`config.mk`:
```
export PLATFORM = sky130hd
export DESIGN_NAME = pad_bank_ctrl
export DESIGN_NICKNAME = d
export VERILOG_FILES = /design/src/rtl/padctl_pkg.sv /design/src/rtl/padctl_decode.sv /design/src/rtl/padctl_regs.sv /design/src/rtl/pad_bank_ctrl.sv
export SDC_FILE = /design/constraint.sdc
export NUM_CORES = 1
export LEC_CHECK = 0
export BUFFER_PORTS_ARGS = -buffer_cell sky130_fd_sc_hd__buf_2
export CORE_ASPECT_RATIO = 1.25
export CORE_UTILIZATION = 50
export CTS_BUF_LIST = sky130_fd_sc_hd__clkbuf_4
export CTS_CLUSTER_DIAMETER = 200
export DETAILED_ROUTE_END_ITERATION = 7
export PLACE_DENSITY = 0.76
export SYNTH_ARGS = -nofsm -noshare
export SYNTH_HDL_FRONTEND = slang
export SYNTH_SLANG_ARGS = --single-unit
```
`constraint.sdc`:
```
create_clock -name clk -period 7.28 [get_ports clk]
set_input_delay 0 -clock clk [delete_from_list [all_inputs] [get_ports clk]]
set_output_delay 0 -clock clk [all_outputs]
set_load 0.02 [all_outputs]
```
`src/rtl/padctl_pkg.sv`:
```
package padctl_pkg;
  localparam int PIN_COUNT  = 56;
  localparam int BANK_PINS  = 16;
  localparam int BANKS      = (PIN_COUNT + BANK_PINS - 1) / BANK_PINS;
  localparam int HALF_BANK  = BANKS - 1;
  localparam int HALF_PINS  = PIN_COUNT - HALF_BANK * BANK_PINS;
  localparam int BANK_IDX_W = (BANKS > 1) ? $clog2(BANKS) : 1;
  localparam int ADDR_W     = 8;
  localparam int DATA_W     = 32;
  localparam int WIN_STRIDE = 'h30;

  // offsets within a regular window
  localparam int OFS_OUT  = 'h00;
  localparam int OFS_IN   = 'h04;
  localparam int OFS_DIR  = 'h08;
  localparam int OFS_MUX0 = 'h0C;
  localparam int OFS_MUX1 = 'h10;
  localparam int OFS_OD   = 'h14;
  localparam int OFS_PSEL = 'h1C;
  localparam int OFS_PEN  = 'h20;

  // absolute addresses of the half bank's relocated registers
  localparam int HB_OD_ADDR   = 'h24;
  localparam int HB_PSEL_ADDR = 'h28;
  localparam int HB_PEN_ADDR  = 'h2C;
  localparam int HB_MUX1_ADDR = WIN_STRIDE + 'h24;

  typedef enum logic [2:0] {
    FLD_OUT, FLD_IN, FLD_DIR, FLD_MUX0, FLD_MUX1, FLD_OD, FLD_PSEL, FLD_PEN
  } fieldSel_e;

  typedef struct packed {
    logic                  hit;
    logic                  wr;
    fieldSel_e             field;
    logic [BANK_IDX_W-1:0] bank;
  } busStrobe_t;
endpackage

```
`src/rtl/padctl_decode.sv`:
```
module padctl_decode
  import padctl_pkg::*;
(
  input  logic              clk,
  input  logic              rstN,
  input  logic              busWr,
  input  logic [ADDR_W-1:0] busAddr,
  output busStrobe_t        strobe
);
  fieldSel_e             fieldSel;
  logic                  fieldHit;
  logic [BANK_IDX_W-1:0] bankSel;

  always_comb begin
    fieldSel = FLD_OUT;
    fieldHit = 1'b0;
    bankSel  = '0;
    if (busAddr[1:0] == 2'b00) begin
      if (int'(busAddr) == HB_OD_ADDR) begin
        fieldSel = FLD_OD;   fieldHit = 1'b1; bankSel = BANK_IDX_W'(HALF_BANK);
      end else if (int'(busAddr) == HB_PSEL_ADDR) begin
        fieldSel = FLD_PSEL; fieldHit = 1'b1; bankSel = BANK_IDX_W'(HALF_BANK);
      end else if (int'(busAddr) == HB_PEN_ADDR) begin
        fieldSel = FLD_PEN;  fieldHit = 1'b1; bankSel = BANK_IDX_W'(HALF_BANK);
      end else if (int'(busAddr) == HB_MUX1_ADDR) begin
        fieldSel = FLD_MUX1; fieldHit = 1'b1; bankSel = BANK_IDX_W'(HALF_BANK);
      end else begin
        for (int b = 0; b < BANKS; b++) begin
          if (int'(busAddr) >= b * WIN_STRIDE && int'(busAddr) < (b + 1) * WIN_STRIDE) begin
            bankSel = BANK_IDX_W'(b);
            case (int'(busAddr) - b * WIN_STRIDE)
              OFS_OUT:  begin fieldSel = FLD_OUT;  fieldHit = 1'b1; end
              OFS_IN:   begin fieldSel = FLD_IN;   fieldHit = 1'b1; end
              OFS_DIR:  begin fieldSel = FLD_DIR;  fieldHit = 1'b1; end
              OFS_MUX0: begin fieldSel = FLD_MUX0; fieldHit = 1'b1; end
              OFS_MUX1: begin fieldSel = FLD_MUX1; fieldHit = (b != HALF_BANK); end
              OFS_OD:   begin fieldSel = FLD_OD;   fieldHit = (b != HALF_BANK); end
              OFS_PSEL: begin fieldSel = FLD_PSEL; fieldHit = (b != HALF_BANK); end
              OFS_PEN:  begin fieldSel = FLD_PEN;  fieldHit = (b != HALF_BANK); end
              default:  fieldHit = 1'b0;
            endcase
          end
        end
      end
    end
  end

  assign strobe.hit   = fieldHit;
  assign strobe.wr    = busWr && fieldHit && (fieldSel != FLD_IN);
  assign strobe.field = fieldSel;
  assign strobe.bank  = bankSel;

  // only word-aligned addresses can decode
  assert_aligned_hit_R4: assert property (@(posedge clk) disable iff (!rstN)
    strobe.hit |-> (busAddr[1:0] == 2'b00));

  // half-bank hits only at its eight legal addresses
  assert_half_bank_map_R3: assert property (@(posedge clk) disable iff (!rstN)
    (strobe.hit && strobe.bank == BANK_IDX_W'(HALF_BANK)) |->
      (busAddr inside {8'h24, 8'h28, 8'h2C, 8'h54, 8'h90, 8'h94, 8'h98, 8'h9C}));
endmodule

```
`src/rtl/padctl_regs.sv`:
```
module padctl_regs
  import padctl_pkg::*;
(
  input  logic                   clk,
  input  logic                   rstN,
  input  busStrobe_t             strobe,
  input  logic [DATA_W-1:0]      busWdata,
  output logic [DATA_W-1:0]      busRdata,
  input  logic [PIN_COUNT-1:0]   padIn,
  input  logic [PIN_COUNT-1:0]   altOut,
  input  logic [PIN_COUNT-1:0]   altOe,
  output logic [PIN_COUNT-1:0]   padOut,
  output logic [PIN_COUNT-1:0]   padOe,
  output logic [2*PIN_COUNT-1:0] padFunc,
  output logic [PIN_COUNT-1:0]   padPullUp,
  output logic [PIN_COUNT-1:0]   padPullDn
);
  logic [PIN_COUNT-1:0] outReg, dirReg, mux0Reg, mux1Reg, odReg, pselReg, penReg;
  logic [PIN_COUNT-1:0] syncA, syncB;
  logic [PIN_COUNT-1:0] funcNz, drvVal, drvEn;

  always_ff @(posedge clk or negedge rstN) begin
    if (!rstN) begin
      outReg  <= '0;
      dirReg  <= '0;
      mux0Reg <= '0;
      mux1Reg <= '0;
      odReg   <= '1;
      pselReg <= '0;
      penReg  <= '0;
    end else if (strobe.wr) begin
      for (int p = 0; p < PIN_COUNT; p++) begin
        if (strobe.bank == BANK_IDX_W'(p / BANK_PINS)) begin
          case (strobe.field)
            FLD_OUT:  outReg[p]  <= busWdata[p % BANK_PINS];
            FLD_DIR:  dirReg[p]  <= busWdata[p % BANK_PINS];
            FLD_MUX0: mux0Reg[p] <= busWdata[p % BANK_PINS];
            FLD_MUX1: mux1Reg[p] <= busWdata[p % BANK_PINS];
            FLD_OD:   odReg[p]   <= busWdata[p % BANK_PINS];
            FLD_PSEL: pselReg[p] <= busWdata[p % BANK_PINS];
            FLD_PEN:  penReg[p]  <= busWdata[p % BANK_PINS];
            default:  ;
          endcase
        end
      end
    end
  end

  always_ff @(posedge clk or negedge rstN) begin
    if (!rstN) begin
      syncA <= '0;
      syncB <= '0;
    end else begin
      syncA <= padIn;
      syncB <= syncA;
    end
  end

  always_comb begin
    busRdata = '0;
    if (strobe.hit) begin
      for (int p = 0; p < PIN_COUNT; p++) begin
        if (strobe.bank == BANK_IDX_W'(p / BANK_PINS)) begin
          case (strobe.field)
            FLD_OUT:  busRdata[p % BANK_PINS] = outReg[p];
            FLD_IN:   busRdata[p % BANK_PINS] = syncB[p];
            FLD_DIR:  busRdata[p % BANK_PINS] = dirReg[p];
            FLD_MUX0: busRdata[p % BANK_PINS] = mux0Reg[p];
            FLD_MUX1: busRdata[p % BANK_PINS] = mux1Reg[p];
            FLD_OD:   busRdata[p % BANK_PINS] = odReg[p];
            FLD_PSEL: busRdata[p % BANK_PINS] = pselReg[p];
            FLD_PEN:  busRdata[p % BANK_PINS] = penReg[p];
            default:  ;
          endcase
        end
      end
    end
  end

  for (genvar p = 0; p < PIN_COUNT; p++) begin : g_pad
    assign padFunc[2*p +: 2] = {mux1Reg[p], mux0Reg[p]};
    assign funcNz[p]    = mux1Reg[p] | mux0Reg[p];
    assign drvVal[p]    = funcNz[p] ? altOut[p] : outReg[p];
    assign drvEn[p]     = funcNz[p] ? altOe[p]  : dirReg[p];
    assign padOut[p]    = drvVal[p];
    assign padOe[p]     = drvEn[p] & (odReg[p] | ~drvVal[p]);
    assign padPullUp[p] = penReg[p] & pselReg[p];
    assign padPullDn[p] = penReg[p] & ~pselReg[p];
  end

  // cycles since reset, used only to window the synchronizer check
  logic [1:0] edgesSinceRst;
  always_ff @(posedge clk or negedge rstN) begin
    if (!rstN) edgesSinceRst <= '0;
    else if (edgesSinceRst != 2'd2) edgesSinceRst <= edgesSinceRst + 2'd1;
  end

  assert_reset_od_R1: assert property (@(posedge clk) disable iff (!rstN)
    $past(!rstN) |-> ((&odReg) && (outReg == '0) && (padOe == '0)));

  assert_sync_delay_R5: assert property (@(posedge clk) disable iff (!rstN)
    (edgesSinceRst == 2'd2) |-> (syncB == $past(padIn, 2)));

  assert_idle_hold_R4: assert property (@(posedge clk) disable iff (!rstN)
    !strobe.wr |=> ($stable(outReg) && $stable(dirReg) && $stable(odReg) &&
                    $stable(mux0Reg) && $stable(mux1Reg) && $stable(penReg) &&
                    $stable(pselReg)));

  assert_od_release_R9: assert property (@(posedge clk) disable iff (!rstN)
    ((padOe & padOut & ~odReg) == '0));

  assert_alt_route_R8: assert property (@(posedge clk) disable iff (!rstN)
    (((padOut ^ altOut) & funcNz) == '0));

  assert_pull_exclusive_R10: assert property (@(posedge clk) disable iff (!rstN)
    ((padPullUp & padPullDn) == '0));
endmodule

```
`src/rtl/pad_bank_ctrl.sv`:
```
module pad_bank_ctrl
  import padctl_pkg::*;
(
  input  logic                   clk,
  input  logic                   rstN,
  input  logic                   busWr,
  input  logic [ADDR_W-1:0]      busAddr,
  input  logic [DATA_W-1:0]      busWdata,
  output logic [DATA_W-1:0]      busRdata,
  input  logic [PIN_COUNT-1:0]   padIn,
  input  logic [PIN_COUNT-1:0]   altOut,
  input  logic [PIN_COUNT-1:0]   altOe,
  output logic [PIN_COUNT-1:0]   padOut,
  output logic [PIN_COUNT-1:0]   padOe,
  output logic [2*PIN_COUNT-1:0] padFunc,
  output logic [PIN_COUNT-1:0]   padPullUp,
  output logic [PIN_COUNT-1:0]   padPullDn
);
  busStrobe_t strobe;

  padctl_decode u_decode (
    .clk     (clk),
    .rstN    (rstN),
    .busWr   (busWr),
    .busAddr (busAddr),
    .strobe  (strobe)
  );

  padctl_regs u_regs (
    .clk       (clk),
    .rstN      (rstN),
    .strobe    (strobe),
    .busWdata  (busWdata),
    .busRdata  (busRdata),
    .padIn     (padIn),
    .altOut    (altOut),
    .altOe     (altOe),
    .padOut    (padOut),
    .padOe     (padOe),
    .padFunc   (padFunc),
    .padPullUp (padPullUp),
    .padPullDn (padPullDn)
  );
endmodule

```
# Word level (Yosys, flattened, before mapping)
# Cells that the tools add are included.
# Widths: inputs -> output; s select.
[classes]
n_addsub = 3
multipliers = 0
div_mod_pow = 0
magnitude_cmp = 7
eq_ne = 43
n_shift = 0
mux = 259
bitwise_logic = 392
reduce_logical = 44
[op_table]
columns = ["cell", "count"]
rows = [
  ["$pmux 1 s8", 56],
  ["$eq 32x5->1 const B", 9],
  ["$eq 32x4->1 const B", 6],
  ["$mux 1", 182],
  ["$and 1x1->1", 168],
  ["$logic_not 32->1", 4],
  ["$not 1->1", 112],
  ["$or 1x1->1", 112],
  ["$eq 32x3->1 const B", 3],
  ["$eq 32x6->1 const B", 3],
  ["$reduce_and 3->1", 28],
  ["$pmux 3 s8", 3],
  ["$mux 3", 9],
  ["$eq 8x5->1 const B", 3],
  ["$eq 8x7->1 const B", 3],
  ["$reduce_or 8->1", 3],
  ["$pmux 3 s7", 1],
  ["$eq 8x4->1 const B", 2],
  ["$lt 8x8->1 const B", 2],
  ["$mux 16", 1],
  ["$mux 2", 7],
  ["$eq 3x3->1 const B", 4],
  ["$sub 8x6->9 const B", 1],
  ["$sub 8x7->9 const B", 1],
  ["18 further kinds", 25],
]
[word_totals]
register_bits = 504
latch_bits = 0
mem_bits_rw = 0
rom_bits = 0
in_bits = 211
output_inout_bits = 368
word_cells = 778
memories = 0

# Depth between registers and ports, before layout
[logic_depth]
word_depth = 21
ltp_mapped = 17

# Modules after synthesis
# From an unflattened synthesis, not the netlist that was laid out.
[hier_totals]
cells_unflattened = 2135
hier_area_um2 = 25346.8
[by_module_without_submodules]
columns = ["mod", "instances", "cells_per_inst", "area_per_inst_um2"]
rows = [
  ["padctl_regs", 1, 2007, 24488.5],
  ["padctl_decode", 1, 128, 858.3],
]

# Worst setup path before layout
# OpenSTA, ideal clock, no wires.
[synth_timing]
path_kind = "input to output"
startpoint = "input port busAddr[6]"
endpoint = "output port busRdata[4]"
arrival_ns = 3.348
required_time_ns = 7.280
path_slack_ns = 3.932
path_stages = 15
n_path_buf = 4
path_cell_list = "buf_2 > inv_1 > ha_1 > a21bo_1 > a2111o_1 > or2_4 > o31ai_4 > o21a_1 > buf_6 > nand3_4 > buf_6 > buf_2 > nand3_1 > o221ai_1 > a311oi_1"
[synth_via]
elab_chain_len = 21
word_cells_on_any_way = 108
cone_classes = "3 x add/sub; 7 x order compare; 42 x eq/ne; 43 x mux; 13 x reduce/logical"
[synth_rtl]
columns = ["item", "line_no", "rtl"]
rows = [
  ["start, declared", "pad_bank_ctrl.sv:7", "input logic [ADDR_W-1:0] busAddr,"],
  ["branches (longest 20 deep; another with $sub 8x6->9)", "n/a", ""],
  ["$mux 16 *", "padctl_regs.sv:61", "if (strobe.hit) begin"],
  ["end, declared", "pad_bank_ctrl.sv:9", "output logic [DATA_W-1:0] busRdata,"],
]
# Mark *: on every way between the ends.

# Worst setup path in the final report
[layout_timing]
startpoint = "input port busAddr[5]"
endpoint = "output port busRdata[4]"
# The elaborated chain is that of the path after synthesis.

==> impl_metrics.ini <==
[worst_setup_path]
path_class = in2out
regToRegSetupSlack_ns = 6.36
startpoint_type = input port
cp.required_ns = 7.28
rr_worst_depth = 1
worstSetupEndpointType = output pin
critPathArrivalTime_ns = 5.36
cp_max_fo = 37
r2r_start = u_regs.mux1Reg[42]
worstReg2RegEnd = u_regs.mux1Reg[42]

[synthesis]
synth_cell_types = 95
yosysTopAreaCell = dfrtp_1
yosys_warnings = 0
syn_inst = 2214
async_reset_ff_frac = 1.000
ys_seq_elements = 504
synth_top_area_frac = 0.4272
yosysSeqAreaShare = 0.4833
synth_area_mm2 = 0.02624
synth-edff-count = 0
synth_ff_type = dfrtp_1
syn_avg_cell_area_um2 = 11.85
synth.area.top_cells = dfrtp_1, mux2_4, mux2_2

[power_and_ir_drop]
p_leak_nw = 17.30
ir_worst_vdd_mv = 0.1424
power_density_mw_per_mm2 = 201.2

[clock_tree]
cts_hold_buf = 135
cts.clk_slew.worst_paths_ns = 0.07
numCtsBuffers = 133
clock_tree.root_cell = clkbuf_4
cts.htree.levels = 4
tritoncts = done
cts.sinks = 504
cts_buffer_depth = 3
post_cts_buffers = 0
cts_resized = 0
insertion_delay_ns = 0.91

[sta]
finalHoldViolCount = 0
worst_slew_pin_slew_ns = 1.199
period_share = 0.7362
min_period_ns = 5.359
rsz0062_at_grt = no
skew_ns = 0.02847
setup_tns_ns = 0
fmax_ghz = 0.1866
finalSetupViolCount = 0
slew_viol_final = 0
timing.slew.headroom = 0.1921

[global_route]
antenna_found_initial = 3
grt_max_degree = 179
grt_pass1_vias = 23016
grt_pass1_wl_um = 149500
gr-total-overflow = 0
grtUsageTotal = 0.3893

[layout]
finalNetCount = 3142
register_area_mm2 = 0.01268
final_common_cell = buf_2
multi_input_area_mm2 = 0.01252
drive_above_1_share = 0.4462
layout_common_cells = buf_2, dfrtp_1, mux2_2
fin_cells = 3699
final_core_util = 0.6299
nFillCells = 4056
syn_to_final_growth_pct = 24.02

[routing]
ant_nets = 0
vias_per_cell = 6.140
via_count = 22712
wirelength_um = 104600
firstDrtPassIters = 8
first_iter_violations = 2206
drc = 38
wl_per_cell_um = 28.29

[run_status]
violations = design-rule violations
status = complete, but fails checks

[place]
portBuffers = 546
gp_congestion = 0.9164
dp.cells = 3320
place_hpwl_um = 69400

[hold_path]
whs_path_depth = 4
hold_end = u_regs.odReg[8]
hold_path_class = in2reg
min_from = busWdata[8]

[flow_run]
maxCapViolCount = 0

[die]
core_area_mm2 = 0.05166
fp.dieH_um = 258.1
start_util = 0.5079
rows = 93
dieArea_mm2 = 0.05341
ioPinCount = 579
die_w_um = 206.9
==> kinds of logic (layout without fill, tap and decap cells) <==
group | after synthesis | in the layout | share of synthesized area
xor+xnor | 1 | 1 | 0.0003338
flops | 504 | 504 | 0.4833
other cells | 1 | 18 | 0.0001429
simple gates | 529 | 529 | 0.1153
mux | 519 | 519 | 0.2443
buf+inv | 220 | 1023 | 0.04473
compound gates | 434 | 434 | 0.1091
fa+ha+maj | 6 | 6 | 0.002861
==> how the worst max path moves through the flow <==
stage	start	endpoint	slack, ns
final	busAddr[5]	busRdata[4]	1.92
after detailed placement	busAddr[5]	busRdata[4]	1.99
after CTS	busAddr[5]	busRdata[4]	1.98
after global placement	busAddr[5]	busRdata[4]	2.04
after global routing	busAddr[5]	busRdata[4]	1.75
after floorplan	busAddr[6]	busRdata[4]	3.93
==> area by class of cell <==
class                           instances  share of cell area
Antenna cell                            2           0.0001538
Clock inverter                         29            0.007497
Timing Repair Buffer                  716              0.1356
Sequential cell                       504              0.3897
Multi-Input combinational cell       1505              0.3849
Tap cell                              665             0.02557
Clock buffer                          213             0.04914
Inverter                               65            0.007497
==> cell usage after synthesis, types with 6 or more instances <==
master / count
a21oi_1: 113
a221oi_1: 21
a22o_1: 7
a22oi_1: 35
a31oi_1: 22
and2_1: 58
buf_1: 17
buf_2: 29
buf_4: 24
buf_6: 25
clkbuf_1: 57
dfrtp_1: 448
dfstp_2: 56
ha_1: 6
inv_1: 64
mux2_2: 230
mux2_4: 180
mux2i_1: 106
nand2_1: 156
nand3_1: 41
nor2_1: 113
nor2_8: 19
nor2b_1: 57
nor3_1: 16
o211ai_1: 22
o21ai_0: 103
o221ai_1: 27
o22ai_1: 14
==> sequential cells by signal, summed over array words and instances, names as in the netlist <==
register        flops
u_regs.syncB       56
u_regs.pselReg     56
u_regs.dirReg      56
u_regs.mux1Reg     56
u_regs.penReg      56
u_regs.odReg       56
u_regs.outReg      56
u_regs.syncA       56
u_regs.mux0Reg     56
==> metrics by stage <==
step	setup slack (ns)	cell area [µm²]	hold WS [ns]	power [mW]
finish	1.921	32540	0.05329	6.548
global route	1.749	32540	0.07454	6.777
CTS	1.977	32540	0.01088	6.541
detailed placement	1.994	29330	0.07255	3.814
global placement	2.037	29330	0.06398	3.796
floorplan	3.932	26300	-0.2956	3.452
==> per-layer routing <==
metal / up-vias / wire [µm] / part of all wire / track usage
met1: 11265 / 38560 / 0.37 / 0.4809
met4: 2 / 6957 / 0.066 / 0.2453
met5: - / 13 / 0.00012 / 0
li1: 9435 / - / - / -
met3: 404 / 9639 / 0.092 / 0.07635
met2: 1606 / 49470 / 0.47 / 0.6224
==> worst max-delay path, cell delays in order <==
cell and delay [ns]:
buf_2 0.40, clkinv_1 0.42, ha_1 0.34, a21bo_1 0.21, a2111o_1 0.46, or2_4 0.28, o31ai_4 0.38, o21a_4 0.75
nand3_4 0.36, buf_4 0.42, buf_4 0.25, nand3_1 0.08, o221ai_1 0.10, a311oi_1 0.60, buf_2 0.28
==> where the power goes <==
part / total, mW / switching, mW / internal, mW
Clock: 2.70 / 1.23 / 1.47
Sequential: 2.97 / 0.0817 / 2.89
Combinational: 0.874 / 0.548 / 0.326
Total: 6.55 / 1.86 / 4.69
Note: power is estimated with default switching activity, not from simulation.
